`config.mk`:
```
export PLATFORM = sky130hd
export DESIGN_NAME = i2s_frame_tx
export DESIGN_NICKNAME = d
export VERILOG_FILES = /design/src/rtl/i2s_tx_pkg.sv /design/src/rtl/i2s_tx_ctrl.sv /design/src/rtl/i2s_tx_datapath.sv /design/src/rtl/i2s_frame_tx.sv
export SDC_FILE = /design/constraint.sdc
export NUM_CORES = 1
export LEC_CHECK = 0
export BUFFER_PORTS_ARGS = -buffer_cell sky130_fd_sc_hd__buf_2
export CORE_UTILIZATION = 50
export DETAILED_ROUTE_END_ITERATION = 10
export PLACE_DENSITY = 0.78
export SLEW_MARGIN = 40
export SYNTH_ARGS = -nofsm -noshare
export SYNTH_HDL_FRONTEND = slang
export SYNTH_SLANG_ARGS = --single-unit
```
`constraint.sdc`:
```
create_clock -name clk -period 3.35 [get_ports clk]
set_input_delay 0.1675 -clock clk [delete_from_list [all_inputs] [get_ports clk]]
set_output_delay 0.1675 -clock clk [all_outputs]
set_load 0.05 [all_outputs]
```
`src/rtl/i2s_tx_pkg.sv`:
```
package i2s_tx_pkg;

  // Per-bit-clock control strobes, all asserted in the cycle the bit clock falls.
  typedef struct packed {
    logic loadLeft;   // entering slot 0 of the left half (frame start)
    logic loadRight;  // entering slot 0 of the right half
    logic shiftBit;   // entering a sample slot (1..sample width)
    logic deadBit;    // entering a padding slot after the sample
  } txStrobe_t;

  // Divider value for a select code, clamped to 2**maxLog.
  function automatic int unsigned divFromSel(int unsigned sel, int unsigned maxLog);
    return (sel > maxLog) ? (32'd1 << maxLog) : (32'd1 << sel);
  endfunction

endpackage

```
`src/rtl/i2s_tx_ctrl.sv`:
```
module i2s_tx_ctrl
  import i2s_tx_pkg::*;
#(
  parameter int SAMPLE_W    = 16,
  parameter int DIV_SEL_W   = 3,
  parameter int MAX_DIV_LOG = 4,
  parameter int RATIO_SHORT = 48,
  parameter int RATIO_LONG  = 64
) (
  input  logic                 clk,
  input  logic                 rst,
  input  logic [DIV_SEL_W-1:0] cfgDivSel,
  input  logic                 cfgRatioLong,
  output txStrobe_t            strobe,
  output logic                 bclkOut,
  output logic                 lrclkOut,
  output logic                 sampleReq
);

  localparam int CNT_W  = MAX_DIV_LOG + 1;
  localparam int SLOT_W = $clog2(RATIO_LONG);

  logic [DIV_SEL_W-1:0] divSelAct;
  logic                 ratioLongAct;
  logic [CNT_W-1:0]     halfCnt;
  logic [CNT_W-1:0]     divVal;
  logic [SLOT_W-1:0]    slot;
  logic [SLOT_W-1:0]    nextSlot;
  logic [SLOT_W-1:0]    nextPos;
  logic [SLOT_W-1:0]    frameLast;
  logic [SLOT_W-1:0]    halfLen;
  logic                 bclkR;
  logic                 lrR;
  logic                 reqR;
  logic                 phaseEnd;
  logic                 fallNow;
  logic                 inSample;

  always_comb begin
    divVal    = CNT_W'(divFromSel(int'(divSelAct), MAX_DIV_LOG));
    frameLast = ratioLongAct ? SLOT_W'(RATIO_LONG - 1) : SLOT_W'(RATIO_SHORT - 1);
    halfLen   = ratioLongAct ? SLOT_W'(RATIO_LONG / 2) : SLOT_W'(RATIO_SHORT / 2);
    phaseEnd  = (halfCnt == divVal - CNT_W'(1));
    fallNow   = phaseEnd && bclkR;
    nextSlot  = (slot == frameLast) ? '0 : slot + SLOT_W'(1);
    nextPos   = (nextSlot >= halfLen) ? nextSlot - halfLen : nextSlot;
    inSample  = (nextPos != '0) && (nextPos <= SLOT_W'(SAMPLE_W));
  end

  always_comb begin
    strobe           = '0;
    strobe.loadLeft  = fallNow && (nextSlot == '0);
    strobe.loadRight = fallNow && (nextSlot == halfLen);
    strobe.shiftBit  = fallNow && inSample;
    strobe.deadBit   = fallNow && !inSample && (nextPos != '0);
  end

  always_ff @(posedge clk) begin
    if (rst) begin
      halfCnt      <= '0;
      bclkR        <= 1'b0;
      slot         <= '0;
      lrR          <= 1'b0;
      reqR         <= 1'b0;
      divSelAct    <= cfgDivSel;
      ratioLongAct <= cfgRatioLong;
    end else begin
      reqR <= strobe.loadRight;
      if (phaseEnd) begin
        halfCnt <= '0;
        bclkR   <= ~bclkR;
      end else begin
        halfCnt <= halfCnt + CNT_W'(1);
      end
      if (fallNow) begin
        slot <= nextSlot;
        lrR  <= (nextSlot >= halfLen);
        if (nextSlot == '0) begin
          divSelAct    <= cfgDivSel;
          ratioLongAct <= cfgRatioLong;
        end
      end
    end
  end

  assign bclkOut   = bclkR;
  assign lrclkOut  = lrR;
  assign sampleReq = reqR;

  p_lr_on_fall_r5: assert property (@(posedge clk) disable iff (rst)
    !$stable(lrR) |-> $fell(bclkR));

  p_req_single_r7: assert property (@(posedge clk) disable iff (rst)
    reqR |=> !reqR);

  p_req_with_right_r7: assert property (@(posedge clk) disable iff (rst)
    reqR |-> $rose(lrR));

  p_cfg_hold_r8: assert property (@(posedge clk) disable iff (rst)
    (!$stable(divSelAct) || !$stable(ratioLongAct)) |-> (slot == '0 && $fell(bclkR)));

  p_frame_left_r2: assert property (@(posedge clk) disable iff (rst)
    $fell(lrR) |-> (slot == '0));

endmodule

```
`src/rtl/i2s_tx_datapath.sv`:
```
module i2s_tx_datapath
  import i2s_tx_pkg::*;
#(
  parameter int SAMPLE_W = 16
) (
  input  logic                clk,
  input  logic                rst,
  input  txStrobe_t           strobe,
  input  logic                inValid,
  input  logic [SAMPLE_W-1:0] inLeft,
  input  logic [SAMPLE_W-1:0] inRight,
  output logic                sdataOut
);

  logic [SAMPLE_W-1:0] pendL, pendR;
  logic                pendFull;
  logic [SAMPLE_W-1:0] actL, actR;
  logic [SAMPLE_W-1:0] shReg;
  logic                sdR;

  // One-entry holding buffer; a new pair overwrites an unconsumed one.
  always_ff @(posedge clk) begin
    if (rst) begin
      pendL    <= '0;
      pendR    <= '0;
      pendFull <= 1'b0;
    end else if (inValid) begin
      pendL    <= inLeft;
      pendR    <= inRight;
      pendFull <= 1'b1;
    end else if (strobe.loadLeft) begin
      pendFull <= 1'b0;
    end
  end

  // Active pair and serializer.
  always_ff @(posedge clk) begin
    if (rst) begin
      actL  <= '0;
      actR  <= '0;
      shReg <= '0;
      sdR   <= 1'b0;
    end else begin
      if (strobe.loadLeft) begin
        sdR <= 1'b0;
        if (pendFull) begin
          actL  <= pendL;
          actR  <= pendR;
          shReg <= pendL;
        end else begin
          shReg <= actL;
        end
      end else if (strobe.loadRight) begin
        sdR   <= 1'b0;
        shReg <= actR;
      end else if (strobe.shiftBit) begin
        sdR   <= shReg[SAMPLE_W-1];
        shReg <= {shReg[SAMPLE_W-2:0], 1'b0};
      end else if (strobe.deadBit) begin
        sdR <= 1'b0;
      end
    end
  end

  assign sdataOut = sdR;

  p_strobe_onehot_r4: assert property (@(posedge clk) disable iff (rst)
    $onehot0(strobe));

  p_dead_low_r4: assert property (@(posedge clk) disable iff (rst)
    strobe.deadBit |=> !sdR);

  p_data_on_strobe_r5: assert property (@(posedge clk) disable iff (rst)
    !$stable(sdR) |-> $past(|strobe));

  p_pend_consumed_r6: assert property (@(posedge clk) disable iff (rst)
    (strobe.loadLeft && pendFull && !inValid) |=> !pendFull);

endmodule

```
`src/rtl/i2s_frame_tx.sv`:
```
module i2s_frame_tx
  import i2s_tx_pkg::*;
#(
  parameter int SAMPLE_W    = 16,
  parameter int DIV_SEL_W   = 3,
  parameter int MAX_DIV_LOG = 4,
  parameter int RATIO_SHORT = 48,
  parameter int RATIO_LONG  = 64
) (
  input  logic                 clk,
  input  logic                 rst,
  input  logic [DIV_SEL_W-1:0] cfgDivSel,
  input  logic                 cfgRatioLong,
  input  logic                 inValid,
  input  logic [SAMPLE_W-1:0]  inLeft,
  input  logic [SAMPLE_W-1:0]  inRight,
  output logic                 sampleReq,
  output logic                 bclkOut,
  output logic                 lrclkOut,
  output logic                 sdataOut
);

  txStrobe_t strobe;

  i2s_tx_ctrl #(
    .SAMPLE_W   (SAMPLE_W),
    .DIV_SEL_W  (DIV_SEL_W),
    .MAX_DIV_LOG(MAX_DIV_LOG),
    .RATIO_SHORT(RATIO_SHORT),
    .RATIO_LONG (RATIO_LONG)
  ) uCtrl (
    .clk         (clk),
    .rst         (rst),
    .cfgDivSel   (cfgDivSel),
    .cfgRatioLong(cfgRatioLong),
    .strobe      (strobe),
    .bclkOut     (bclkOut),
    .lrclkOut    (lrclkOut),
    .sampleReq   (sampleReq)
  );

  i2s_tx_datapath #(
    .SAMPLE_W(SAMPLE_W)
  ) uData (
    .clk     (clk),
    .rst     (rst),
    .strobe  (strobe),
    .inValid (inValid),
    .inLeft  (inLeft),
    .inRight (inRight),
    .sdataOut(sdataOut)
  );

endmodule

```
==> flow_summary_export.csv <==
group,metric,value,unit
logic_synthesis,synth.net_count,525,
clock_network,cts_sinks,100,
logic_synthesis,synth.area.top_cells,"dfxtp_1 42%, mux2i_1 18%, nor2_1 5.6%",
routing,avgRoutedWirePerCell,16.2,um
job,max_cap_viol_count,0,
pwr,sw_frac_of_total,27.2,%
pwr,power,2.20,mW
final_layout,nFillCells,754,
critical_path,cp.arrival,3.52,ns
routing,ant_nets,0,
min_path,min_path_type,"in2reg",
clock_network,htree_levels,3,
min_path,min-delay-start,"inRight[10]",
final_layout,syn2layout_area_growth,15.0,%
clock_network,clk_pin_slew_worst_paths,0.10,ns
final_layout,final-seq-area,2040,um^2
floorplanning,row_count,34,
critical_path,r2r_slack,0.09,ns
floorplanning,io_pins,43,
critical_path,endpoint_kind,"flop",
final_layout,instances_no_fill,640,
sta,finalClockSkew,0.00705,ns
grt,grt_max_degree,77,
floorplanning,core-area,8760,um^2
routing,wirelength,10.4,mm
grt,antenna_found_initial,0,
sta,min_period_over_period,97.2,%
critical_path,worstPathRequired,3.62,ns
logic_synthesis,syn_inst,480,
clock_network,cts_root_buffer,"clkbuf_8",
min_path,holdPathEnd,"uData.pendR[10]$_SDFFE_PP0P_",
floorplanning,start_util,51.8,%
critical_path,r2r_cells,14,
sta,setup_viol,0,
grt,grt_use_total,22.4,%
critical_path,worstReg2RegStart,"uCtrl.slot[0]$_SDFFE_PP0P_",
logic_synthesis,synth_top_area_share,42.3,%
logic_synthesis,synth_area_leader_cell,"dfxtp_1",
grt,grt_pass1_vias,3647,
pwr,ir_worst_vdd,0.309,mV
routing,dr.first_iter.drc_count,232,
clock_network,cts_max_path_buffers,2,
pwr,power.leakage,2.29,nW
sta,worst_slew_pin_slew,0.786,ns
logic_synthesis,yosys_warnings,0,
logic_synthesis,syn-cell-area,4540,um^2
floorplanning,die_w,97.3,um
placed_design,io_buffers,42,
pwr,p_int,1.60,mW
critical_path,crit_fanout,9,
logic_synthesis,syn_area_per_cell,9.46,um^2
grt,grt-ovfl-total,0,
final_layout,fin_area,5220,um^2
routing,num_vias,3766,
clock_network,tritoncts,"yes",
critical_path,critical_path_class,"reg2reg",
pwr,switchingPower,0.598,mW
pwr,p_comb_share,8.3,%
critical_path,worstSetupStartpointType,"flop",
clock_network,clk_latency,0.37,ns
final_layout,drive_gt1_share,18.2,%
pwr,clkPwrFrac,34.7,%
logic_synthesis,ys_seq_elements,100,
routing,drc,0,
placed_design,place_area,4910,um^2
pwr,seqPwrFrac,57.0,%
min_path,hold-path-cell-count,3,
sta,slew_headroom,47.6,%
floorplanning,die-area,9470,um^2
logic_synthesis,synth_commonest_cells,"96 x dfxtp_1, 82 x mux2i_1, 68 x nor2_1",
sta,min_period,3.26,ns
final_layout,multi_input_area,2350,um^2
clock_network,cts_buffers,9,
routing,first_pass_iters,5,
placed_design,gp_congestion,0.921,
floorplanning,die_y,97.3,um
logic_synthesis,synth-async-reset-ratio,0,%
grt,grt_pass1_wl,17.3,mm
status,status,"complete, no violations",
routing,routed_via_density,5.88,
logic_synthesis,ys_types,53,
critical_path,timing.rr.end,"uData.shReg[0]$_SDFFE_PP0P_",
placed_design,placed_cells,616,
placed_design,dpl.hpwl,6.89,mm
logic_synthesis,ys.flop_type,"dfxtp_1",
logic_synthesis,yosysSeqAreaShare,45.0,%
sta,drv_slew,0,
sta,fmax,307,MHz
final_layout,nNetsFinal,572,
logic_synthesis,yosysMostFrequentCell,"dfxtp_1",
logic_synthesis,synth-edff-count,4,
final_layout,num_antenna_cells,0,
pwr,power.density,421,nW/um^2
sta,finalHoldViolCount,0,
[state kept, by name, summed over array words and instances, names as in the netlist]
signal	count
uData.actL	16
uData.actR	16
uData.pendL	16
uData.pendR	16
uData.shReg	16
uCtrl.slot	6
uCtrl.halfCnt	5
uCtrl.divSelAct	3
uCtrl.bclkOut	1
uCtrl.lrclkOut	1
uCtrl.ratioLongAct	1
uCtrl.sampleReq	1
uData.pendFull	1
uData.sdataOut	1
[power by group through the flow]
stage	combinational, mW	clock (mW)	sequential, mW
6_report	0.183	0.763	1.25
5_1_grt	0.201	0.825	1.26
4_1_cts	0.179	0.775	1.25
3_5_place_dp	0.174	0	1.28
3_3_place_gp	0.168	0	1.28
2_1_floorplan	0.122	0	1.27
[metrics by stage]
stage | TNS [ns] | hold WS [ns] | utilization [%] | setup WS (ns)
3_5_place_dp | -0.0659 | 0.346 | 56.0 | -0.0217
6_report | 0 | 0.0263 | 59.6 | 0.0934
4_1_cts | 0 | 0.0153 | 59.2 | 0.0406
3_3_place_gp | 0 | 0.350 | 56.0 | 0.156
5_1_grt | -0.0865 | 0.0126 | 59.6 | -0.0858
2_1_floorplan | 0 | 0.266 | - | 0.122
[worst max-delay path, cell delays in order (launching register included)]
cell and delay (ns):
dfxtp_1 0.32, ha_1 0.22, buf_4 0.16, and2_1 0.16, a21oi_1 0.15, o32ai_1 0.10
a21oi_1 0.21, ha_1 0.22, and4b_1 0.21, o21ai_1 0.10, o211ai_1 0.34, mux2i_2 0.39
o211ai_4 0.16, buf_12 0.17, a32o_1 0.25
[layout by cell type (no fill, tap or decap), types with 3 or more instances in the layout]
| cell | count |
|---|---|
| nor2b_1 | 4 |
| a31oi_1 | 17 |
| clkbuf_8 | 9 |
| ha_1 | 5 |
| nor2_1 | 68 |
| or3_1 | 3 |
| o221ai_1 | 16 |
| edfxtp_1 | 4 |
| buf_4 | 23 |
| dfxtp_1 | 96 |
| inv_1 | 8 |
| buf_2 | 41 |
| nor3_1 | 4 |
| mux2i_1 | 81 |
| dlygate4sd3_1 | 4 |
| a21oi_1 | 26 |
| xor2_1 | 5 |
| nand2_1 | 44 |
| o21a_1 | 15 |
| nand3_1 | 6 |
[kinds of logic (layout without fill, tap and decap cells)]
family,Yosys count,after routing,synth area share [%]
buffers and inverters,43,95,3.97
AND/OR/NAND/NOR,143,143,13.5
multiplexers,82,82,18.1
flip-flops,100,100,45.0
XOR/XNOR,7,7,1.35
adder cells (fa/ha/maj),6,6,1.82
AO/OA/AOI/OAI,99,99,16.3
[metal layers]
| metal | vias up | wire, um | track usage, % |
|---|---|---|---|
| li1 | 1808 | - | - |
| met1 | 1796 | 4470 | 28.3 |
| met2 | 143 | 5050 | 37.2 |
| met3 | 19 | 682 | 5.68 |
| met4 | 0 | 174 | 7.69 |
| met5 | - | 0 | 0 |
[worst max path at each step]
stage / depth (start not counted) / start / end
after global routing: 14 / uCtrl.slot[0]$_SDFFE_PP0P_ / uData.shReg[0]$_SDFFE_PP0P_
final: 14 / uCtrl.slot[0]$_SDFFE_PP0P_ / uData.shReg[0]$_SDFFE_PP0P_
after detailed placement: 12 / uCtrl.slot[1]$_SDFFE_PP0P_ / uData.shReg[7]$_SDFFE_PP0P_
after floorplan: 12 / uCtrl.slot[0]$_SDFFE_PP0P_ / uData.shReg[10]$_SDFFE_PP0P_
after global placement: 12 / uCtrl.slot[0]$_SDFFE_PP0P_ / uData.shReg[11]$_SDFFE_PP0P_
after CTS: 13 / uCtrl.slot[1]$_SDFFE_PP0P_ / uData.shReg[2]$_SDFFE_PP0P_
[area by class of cell]
type	instances	area share (%)
timing repair buffer	70	8.77
tap	108	2.59
clock buffer	9	2.37
inverter	9	0.647
clock inverter	7	1.53
multi-input combinational	337	45.0
sequential	100	39.1
[timing repair]
| action | 4_1_cts | 5_1_grt |
|---|---|---|
| setup endpoints to repair | 16 | 17 |
| hold endpoints to repair | 4 | 0 |
| setup buffers | 2 | 2 |
| hold buffers | 4 | 0 |
| resized for setup | 0 | 4 |
| pin swaps | 1 | 3 |
(Power assumes the default switching activity.)
